$ cat src/rtl/lcrc_pkg.sv
package lcrc_pkg;
    localparam int WORD_W  = 10;
    localparam int CRC_W   = 18;
    localparam int HALF_W  = CRC_W / 2;
    localparam int NUM_CH  = 2;
    localparam int BUS_W   = WORD_W * NUM_CH;
    localparam int POS_W   = 3;
    localparam logic [CRC_W-1:0] CRC_MASK = 18'h23000;

    // Word offsets counted from the end-of-active identifier word
    localparam logic [POS_W-1:0] OFS_LN1  = 3'd2;
    localparam logic [POS_W-1:0] OFS_CRC0 = 3'd3;
    localparam logic [POS_W-1:0] OFS_CRC1 = 3'd4;

    typedef struct packed {
        logic [POS_W-1:0] ofs;
        logic             span;
    } pos_state_t;

    typedef struct packed {
        logic [CRC_W-1:0]  crc;
        logic              mis;
        logic              err;
        logic [WORD_W-1:0] word;
    } lane_state_t;

    // Fold one word into the register, least significant bit first
    function automatic logic [CRC_W-1:0] crc_next(input logic [CRC_W-1:0] c,
                                                  input logic [WORD_W-1:0] w);
        logic [CRC_W-1:0] r;
        logic             fb;
        r = c;
        for (int i = 0; i < WORD_W; i++) begin
            fb = r[0] ^ w[i];
            r  = r >> 1;
            if (fb) r = r ^ CRC_MASK;
        end
        return r;
    endfunction

    function automatic logic [WORD_W-1:0] crc_fmt(input logic [HALF_W-1:0] part);
        return {~part[HALF_W-1], part};
    endfunction
endpackage

$ cat src/rtl/lcrc_pos.sv
module lcrc_pos
    import lcrc_pkg::*;
(
    input  logic clk,
    input  logic rst_n,
    input  logic eav_id,
    input  logic sav_id,
    output logic span,
    output logic at_crc0,
    output logic at_crc1
);
    pos_state_t st_d, st_q;

    always_comb begin
        st_d = st_q;
        if (eav_id)
            st_d.ofs = 3'd1;
        else if (st_q.ofs != '0 && st_q.ofs < OFS_CRC1)
            st_d.ofs = st_q.ofs + 3'd1;
        else
            st_d.ofs = '0;

        if (sav_id)
            st_d.span = 1'b1;
        else if (st_q.ofs == OFS_LN1)
            st_d.span = 1'b0;
    end

    always_ff @(posedge clk) begin
        if (!rst_n) st_q <= '0;
        else        st_q <= st_d;
    end

    assign span    = st_q.span;
    assign at_crc0 = (st_q.ofs == OFS_CRC0);
    assign at_crc1 = (st_q.ofs == OFS_CRC1);

    assert_span_open_R3: assert property (@(posedge clk) disable iff (!rst_n)
        sav_id |=> span);
    assert_crc_order_R6: assert property (@(posedge clk) disable iff (!rst_n)
        (at_crc0 && !eav_id) |=> at_crc1);
    assert_span_close_R3: assert property (@(posedge clk) disable iff (!rst_n)
        (at_crc0 && !sav_id) |=> !span);
endmodule

$ cat src/rtl/lcrc_lane.sv
module lcrc_lane
    import lcrc_pkg::*;
(
    input  logic              clk,
    input  logic              rst_n,
    input  logic [WORD_W-1:0] word_in,
    input  logic              clr,
    input  logic              span,
    input  logic              at_crc0,
    input  logic              at_crc1,
    input  logic              ins_en,
    output logic [WORD_W-1:0] word_out,
    output logic              err
);
    lane_state_t st_d, st_q;
    logic [WORD_W-1:0] exp0, exp1;

    assign exp0 = crc_fmt(st_q.crc[HALF_W-1:0]);
    assign exp1 = crc_fmt(st_q.crc[CRC_W-1:HALF_W]);

    always_comb begin
        st_d = st_q;
        if (clr)       st_d.crc = '0;
        else if (span) st_d.crc = crc_next(st_q.crc, word_in);

        if (at_crc0) st_d.mis = (word_in != exp0);
        if (at_crc1) st_d.err = st_q.mis | (word_in != exp1);

        if (ins_en && at_crc0)      st_d.word = exp0;
        else if (ins_en && at_crc1) st_d.word = exp1;
        else                        st_d.word = word_in;
    end

    always_ff @(posedge clk) begin
        if (!rst_n) st_q <= '0;
        else        st_q <= st_d;
    end

    assign word_out = st_q.word;
    assign err      = st_q.err;

    assert_err_hold_R6: assert property (@(posedge clk) disable iff (!rst_n)
        !at_crc1 |=> $stable(err));
    assert_ins_fmt_R4: assert property (@(posedge clk) disable iff (!rst_n)
        (ins_en && (at_crc0 || at_crc1)) |=> (word_out[WORD_W-1] != word_out[WORD_W-2]));
    assert_passthru_R8: assert property (@(posedge clk) disable iff (!rst_n)
        !ins_en |=> (word_out == $past(word_in)));
    assert_crc_frozen_R3: assert property (@(posedge clk) disable iff (!rst_n)
        (!clr && !span) |=> $stable(st_q.crc));
endmodule

$ cat src/rtl/lcrc_check.sv
module lcrc_check
    import lcrc_pkg::*;
(
    input  logic             clk,
    input  logic             rst_n,
    input  logic [BUS_W-1:0] din,
    input  logic             eav_id,
    input  logic             sav_id,
    input  logic             crc_ins_en,
    output logic [BUS_W-1:0] dout,
    output logic             crc_err_y,
    output logic             crc_err_c
);
    logic              span, at_crc0, at_crc1;
    logic [NUM_CH-1:0] err_vec;

    lcrc_pos u_pos (
        .clk     (clk),
        .rst_n   (rst_n),
        .eav_id  (eav_id),
        .sav_id  (sav_id),
        .span    (span),
        .at_crc0 (at_crc0),
        .at_crc1 (at_crc1)
    );

    // Lane 0 is chroma (low word), lane 1 is luma (high word)
    for (genvar ch = 0; ch < NUM_CH; ch++) begin : g_lane
        lcrc_lane u_lane (
            .clk      (clk),
            .rst_n    (rst_n),
            .word_in  (din[ch*WORD_W +: WORD_W]),
            .clr      (sav_id),
            .span     (span),
            .at_crc0  (at_crc0),
            .at_crc1  (at_crc1),
            .ins_en   (crc_ins_en),
            .word_out (dout[ch*WORD_W +: WORD_W]),
            .err      (err_vec[ch])
        );
    end

    assign crc_err_y = err_vec[1];
    assign crc_err_c = err_vec[0];

    assert_flags_quiet_R6: assert property (@(posedge clk) disable iff (!rst_n)
        !at_crc1 |=> ($stable(crc_err_y) && $stable(crc_err_c)));
endmodule

$ cat config.mk
export PLATFORM = sky130hd
export DESIGN_NAME = lcrc_check
export DESIGN_NICKNAME = d
export VERILOG_FILES = /design/src/rtl/lcrc_pkg.sv /design/src/rtl/lcrc_pos.sv /design/src/rtl/lcrc_lane.sv /design/src/rtl/lcrc_check.sv
export SDC_FILE = /design/constraint.sdc
export NUM_CORES = 1
export LEC_CHECK = 0
export CAP_MARGIN = 5
export CORE_ASPECT_RATIO = 0.75
export CORE_MARGIN = 2
export CORE_UTILIZATION = 50
export CTS_CLUSTER_DIAMETER = 50
export CTS_CLUSTER_SIZE = 25
export DETAILED_ROUTE_END_ITERATION = 8
export DONT_BUFFER_PORTS = 1
export SLEW_MARGIN = 0
export SYNTH_ARGS = -nofsm -noshare
export SYNTH_HDL_FRONTEND = slang
export SYNTH_SLANG_ARGS = --single-unit
$ cat constraint.sdc
create_clock -name clk -period 1.7 [get_ports clk]
set_input_delay 0.17 -clock clk [delete_from_list [all_inputs] [get_ports clk]]
set_output_delay 0.17 -clock clk [all_outputs]
set_load 0.005 [all_outputs]
After elaboration in Yosys (flattened, before gate mapping)
Cells that the tools add are included.
{ "word_totals": {"regBits": 64, "input_bits": 25, "output_inout_bits": 22} }
{ "op_classes": {"n_bitwise": 48, "magnitude_cmp": 1, "add_sub_neg": 1, "reduce_logical": 7, "n_eq_ne": 7, "mux": 64} }
{ "op_table": {"columns": ["operator", "n"], "rows": [
  ["$mux W18", 56],
  ["$not A2 Y3", 20],
  ["$mux W10", 4],
  ["$ne A10 B10 Y1", 4],
  ["$xor A1 B1 Y1", 20],
  ["$eq A3 B2 Y1 const B", 2],
  ["$not A1 Y1", 6],
  ["$mux W1", 4],
  ["$add A3 B1 Y3 const B", 1],
  ["$eq A3 B3 Y1 const B", 1],
  ["$logic_and A1 B1 Y1", 3],
  ["$lt A3 B3 Y1 const B", 1],
  ["$reduce_bool A3 Y1", 1],
  ["$reduce_or A3 Y1", 1],
  ["$or A1 B1 Y1", 2],
  ["$reduce_bool A2 Y1", 1],
  ["$reduce_or A2 Y1", 1]
]} }

Depth between registers and ports, before layout
{ "depth": {"word_depth": 38, "depth_mapped": 8} }

By module
From an unflattened synthesis, not the netlist that was laid out.
{ "unflattened": {"cells_unflattened": 398, "area_unflattened_um2": 3752.3} }
{ "by_module_without_submodules": {"columns": ["module", "instances", "area_per_inst_um2", "seq_area_each_um2", "cells_each"], "rows": [
  ["lcrc_lane", 2, 1775.5, 600.6, 189],
  ["lcrc_pos", 1, 201.4, 80.1, 20]
]} }

Worst setup path before layout
OpenSTA, ideal clock, no wires.
{ "synth_timing": {"path_kind": "register to register", "start": "register u_pos.st_q[1] (netlist name)", "end": "register g_lane[1].u_lane.st_q, in the netlist g_lane[1].u_lane.word_out[1]", "setup_time_ps": 137, "path_stages_with_launch": 7, "slack_ps": 155, "required_time_ps": 1563, "arrival_ps": 1409, "cell_sequence": "dfxtp_1 -> ha_1 -> ha_1 -> nand2_1 -> clkbuf_1 -> clkbuf_1 -> a31oi_1"} }
{ "synth_via": {"elab_chain_len": 4} }
{ "synth_rtl": {"columns": ["element", "line_no", "source"], "rows": [
  ["start, declared", "lcrc_pos.sv:12", "pos_state_t st_d, st_q;"],
  ["start signal, assigned", "lcrc_pos.sv:31", "else st_q <= st_d;"],
  ["$eq A3 B3 Y1", "lcrc_pos.sv:36", "assign at_crc1 = (st_q.ofs == OFS_CRC1);"],
  ["$logic_and A1 B1 Y1", "lcrc_lane.sv:30", "else if (ins_en && at_crc1) st_d.word = exp1;"],
  ["$mux W10", "lcrc_lane.sv:30", null],
  ["$mux W10 (*)", "lcrc_lane.sv:29", "if (ins_en && at_crc0) st_d.word = exp0;"],
  ["end signal, assigned", "lcrc_lane.sv:36", "else st_q <= st_d;"],
  ["end, declared", "lcrc_lane.sv:15", "lane_state_t st_d, st_q;"]
]} }
Mark *: on every way between the ends. The rest lies on a longest branch, timed or not.
A chain may end at the register's enable or synchronous reset.

Final worst setup path
{ "layout_timing": {"start": "register u_pos.st_q[1] (netlist name)", "end": "register g_lane[1].u_lane.st_q, in the netlist g_lane[1].u_lane.err"} }
{ "layout_via": {"elab_chain_len": 1} }
{ "layout_rtl": {"columns": ["element", "line_no"], "rows": [
  ["$eq A3 B3 Y1", "lcrc_pos.sv:36"]
]} }
No other way between the ends.

==> run metrics <==
worst-path cell chain inv_1 > ha_1 > nand2_1 > a2111oi_0 > a31oi_1; Synth cell types 40; hold wc startpoint eav_id; CP delay by family, top compound AO/OA/AOI/OAI gates; Critical Path Max Stage Delay 0.43 ns; most common cell in the synthesized netlist dfxtp_1; row count 26; crit path max-delay cell type a2111oi_0; die height 77.78 µm; met1 Use GR 42.42%; Post-layout nets 431; GRT overflow 0; placed wire-length estimate 6959 µm; final core occ 58.76%; unrepaired setup endpoints after global routing no; top post-synthesis cells by area dfxtp_1 (35%), xnor3_1 (11%), xor2_1 (5.8%), o21ai_0 (4.8%), buf_4 (4.6%); number of I/O pins 47; fin crit share 92.67%; number of global-route vias before repair 2613; Die W 102.4 µm; sw frac 25.93%; Req. time, crit path 1.89 ns; Reg2Reg Capture Point g_lane[1].u_lane.err; P_int 2.559 mW; Syn Inst Count 394; worst reg2reg setup slack 0.12 ns; crit path time final 1.575 ns; Slew Limit Fails 0; worst reg-to-reg path cell count 5; Post CTS Setup Buffer Count 0; PwrDens 848.6 nW/µm²; Slew @ Worst Pin 0.9345 ns; CTS Root Cell clkbuf_8; M2 GR Usage 30.72%; Crit path buffers/inverters 1; multi-input logic area 2041 µm²; Post-Route WL 9420 µm; Mean Syn Cell Area 9.209 µm²; Filler Cell Count 603; FF-to-FF Start u_pos.st_q[1]; yosys warns 0; max cap viols 0; Worst Setup Start Kind register; combinational power share 16.2%; CP Max Fanout 9; Sw Pwr 0.8960 mW; post-synthesis register bit count 64; outcome complete, no violations; power share of the sequential group 47.1%; Skew-Pair Late Insertion Delay 0.34 ns; CP Class reg2reg; Final TNS setup 0 ns; drt pass-1 iters 5; Initial Util 52.37%; Clk network pwr share 36.7%; largest net degree at the start of global routing 27; Clock Skew 0.01115 ns; Post-synth ARST share 0%; Via Count 2880; final hold vios 0; Setup-failing EPs final 0; Worst Setup SP u_pos.st_q[1]; vias per inst 5.703; DRC viols 0; die area 7961 µm²; Synth top area share 35.31%; GRT Util Overall 25.42%; Arr. time, crit path 1.77 ns; syn nets 423; CTS tree yes; initial antenna violation count 0; clock sinks 64; Avg WL per Cell 18.65 µm; Hold Crit Depth 2; Synth top cells by count dfxtp_1 (64), nand2_1 (43), o21ai_0 (35); Max Clk Rate 634.8 MHz; DRT antenna net count 0; mapped cell area 3628 µm²; ys flop type dfxtp_1; Max clock buf depth 2; Core Area 6929 µm²; first-pass GRT wire length 14980 µm; Post-synth EDFFs 0; Synth area leader dfxtp_1; CP endpoint kind register; global routing usage on met3 8.018%; Port Buffers 0; Detailed Route Iter0 Violations 270; H-tree Lvls 3; LEAKAGE 1.682 nW; Area growth syn-to-layout 12.21%; sequential share of the synthesized area 35.31%; clk slew on worst S/H paths 0.07 ns; hold endpoint u_pos.st_q[3]; post-cts sizing count 0; hold slack 0.02753 ns; Rel. slew slack 37.49%; Num CTS Buffers 9; Most Crowded Layer GR met1; sequential cell area 1281 µm²; n_diodes 0; share of cells above drive strength 1 10.57%; GPL Wtd Cong 0.9263; Peak VDD IR 0.0003315 V; HP Class in2reg
-- state kept, by name, indices dropped and copies added, names as in the netlist --
register                cells
g_lane.u_lane.err           2
g_lane.u_lane.exp0         18
g_lane.u_lane.exp1         18
g_lane.u_lane.st_q          2
g_lane.u_lane.word_out     20
u_pos.span                  1
u_pos.st_q                  3
-- how the worst max path moves through the flow --
stage	endpoint	slack (ns)	cells past startpoint
global placement	g_lane[1].u_lane.err	0.21	5
global route	g_lane[1].u_lane.err	0.004	5
floorplan	g_lane[1].u_lane.word_out[1]	0.15	6
CTS	g_lane[1].u_lane.err	0.15	5
detailed placement	g_lane[1].u_lane.err	0.14	5
finish	g_lane[1].u_lane.err	0.12	5
-- through the flow --
stage | area (µm²) | power (mW) | std cells | setup WS, ns
3_3_place_gp | 3662 | 2.154 | 467 | 0.2129
3_5_place_dp | 3662 | 2.158 | 467 | 0.1440
2_1_floorplan | 3628 | 2.077 | 394 | 0.1548
4_1_cts | 4071 | 3.464 | 505 | 0.1516
5_1_grt | 4071 | 3.607 | 505 | 0.004416
6_report | 4071 | 3.455 | 505 | 0.1246
-- power by group through the flow --
stage / combinational (mW) / clock [mW] / sequential [mW]
3_5_place_dp: 0.498 / 0 / 1.66
4_1_cts: 0.553 / 1.29 / 1.63
5_1_grt: 0.604 / 1.37 / 1.64
3_3_place_gp: 0.493 / 0 / 1.66
6_report: 0.558 / 1.27 / 1.63
2_1_floorplan: 0.444 / 0 / 1.63
-- repair_timing --
item                                   CTS  global route
endpoints found under the hold margin   26             0
hold buffers                            22             0
setup endpoints to repair                0             0
-- layer usage --
metal | wire length (µm) | vias to the layer above
met5 | 0 | -
met4 | 71 | 0
met3 | 930 | 10
met2 | 3469 | 141
met1 | 4948 | 1349
li1 | - | 1380
-- cell type report --
type                    count  share of cell area, %
clock inverters             5                  1.414
repair buffers             49                  10.39
flip-flops and latches     64                  31.47
inverters                   4                 0.3688
clock buffers              11                  3.227
multi-input cells         274                  50.12
well taps                  98                  3.012
-- cells by family after synthesis --
| group | Yosys count | share of synthesized area (%) |
|---|---|---|
| AND/OR/NAND/NOR | 108 | 14.38 |
| AO/OA/AOI/OAI | 91 | 14.97 |
| flip-flops | 64 | 35.31 |
| XOR/XNOR | 62 | 23.03 |
| buffers and inverters | 56 | 8.448 |
| multiplexers | 9 | 2.483 |
| adder cells (fa/ha/maj) | 4 | 1.379 |
-- placed cells by master, fill, tap and decap left out, drive strengths merged, types with 4 or more instances in the layout --
cell type	synthesis	layout
a211oi	8	8
a21oi	13	13
a31oi	21	21
buf	30	27
clkbuf	22	11
clkinv	1	5
dfxtp	64	64
dlygate4sd3	0	22
ha	4	4
mux2i	9	9
nand2	43	43
nand3	13	13
nand3b	6	6
nor2	20	20
nor3	4	4
nor4	5	5
o211ai	7	7
o21ai	35	35
xnor2	16	16
xnor3	18	18
xor2	26	26
Note: power is estimated with default switching activity, not from simulation.
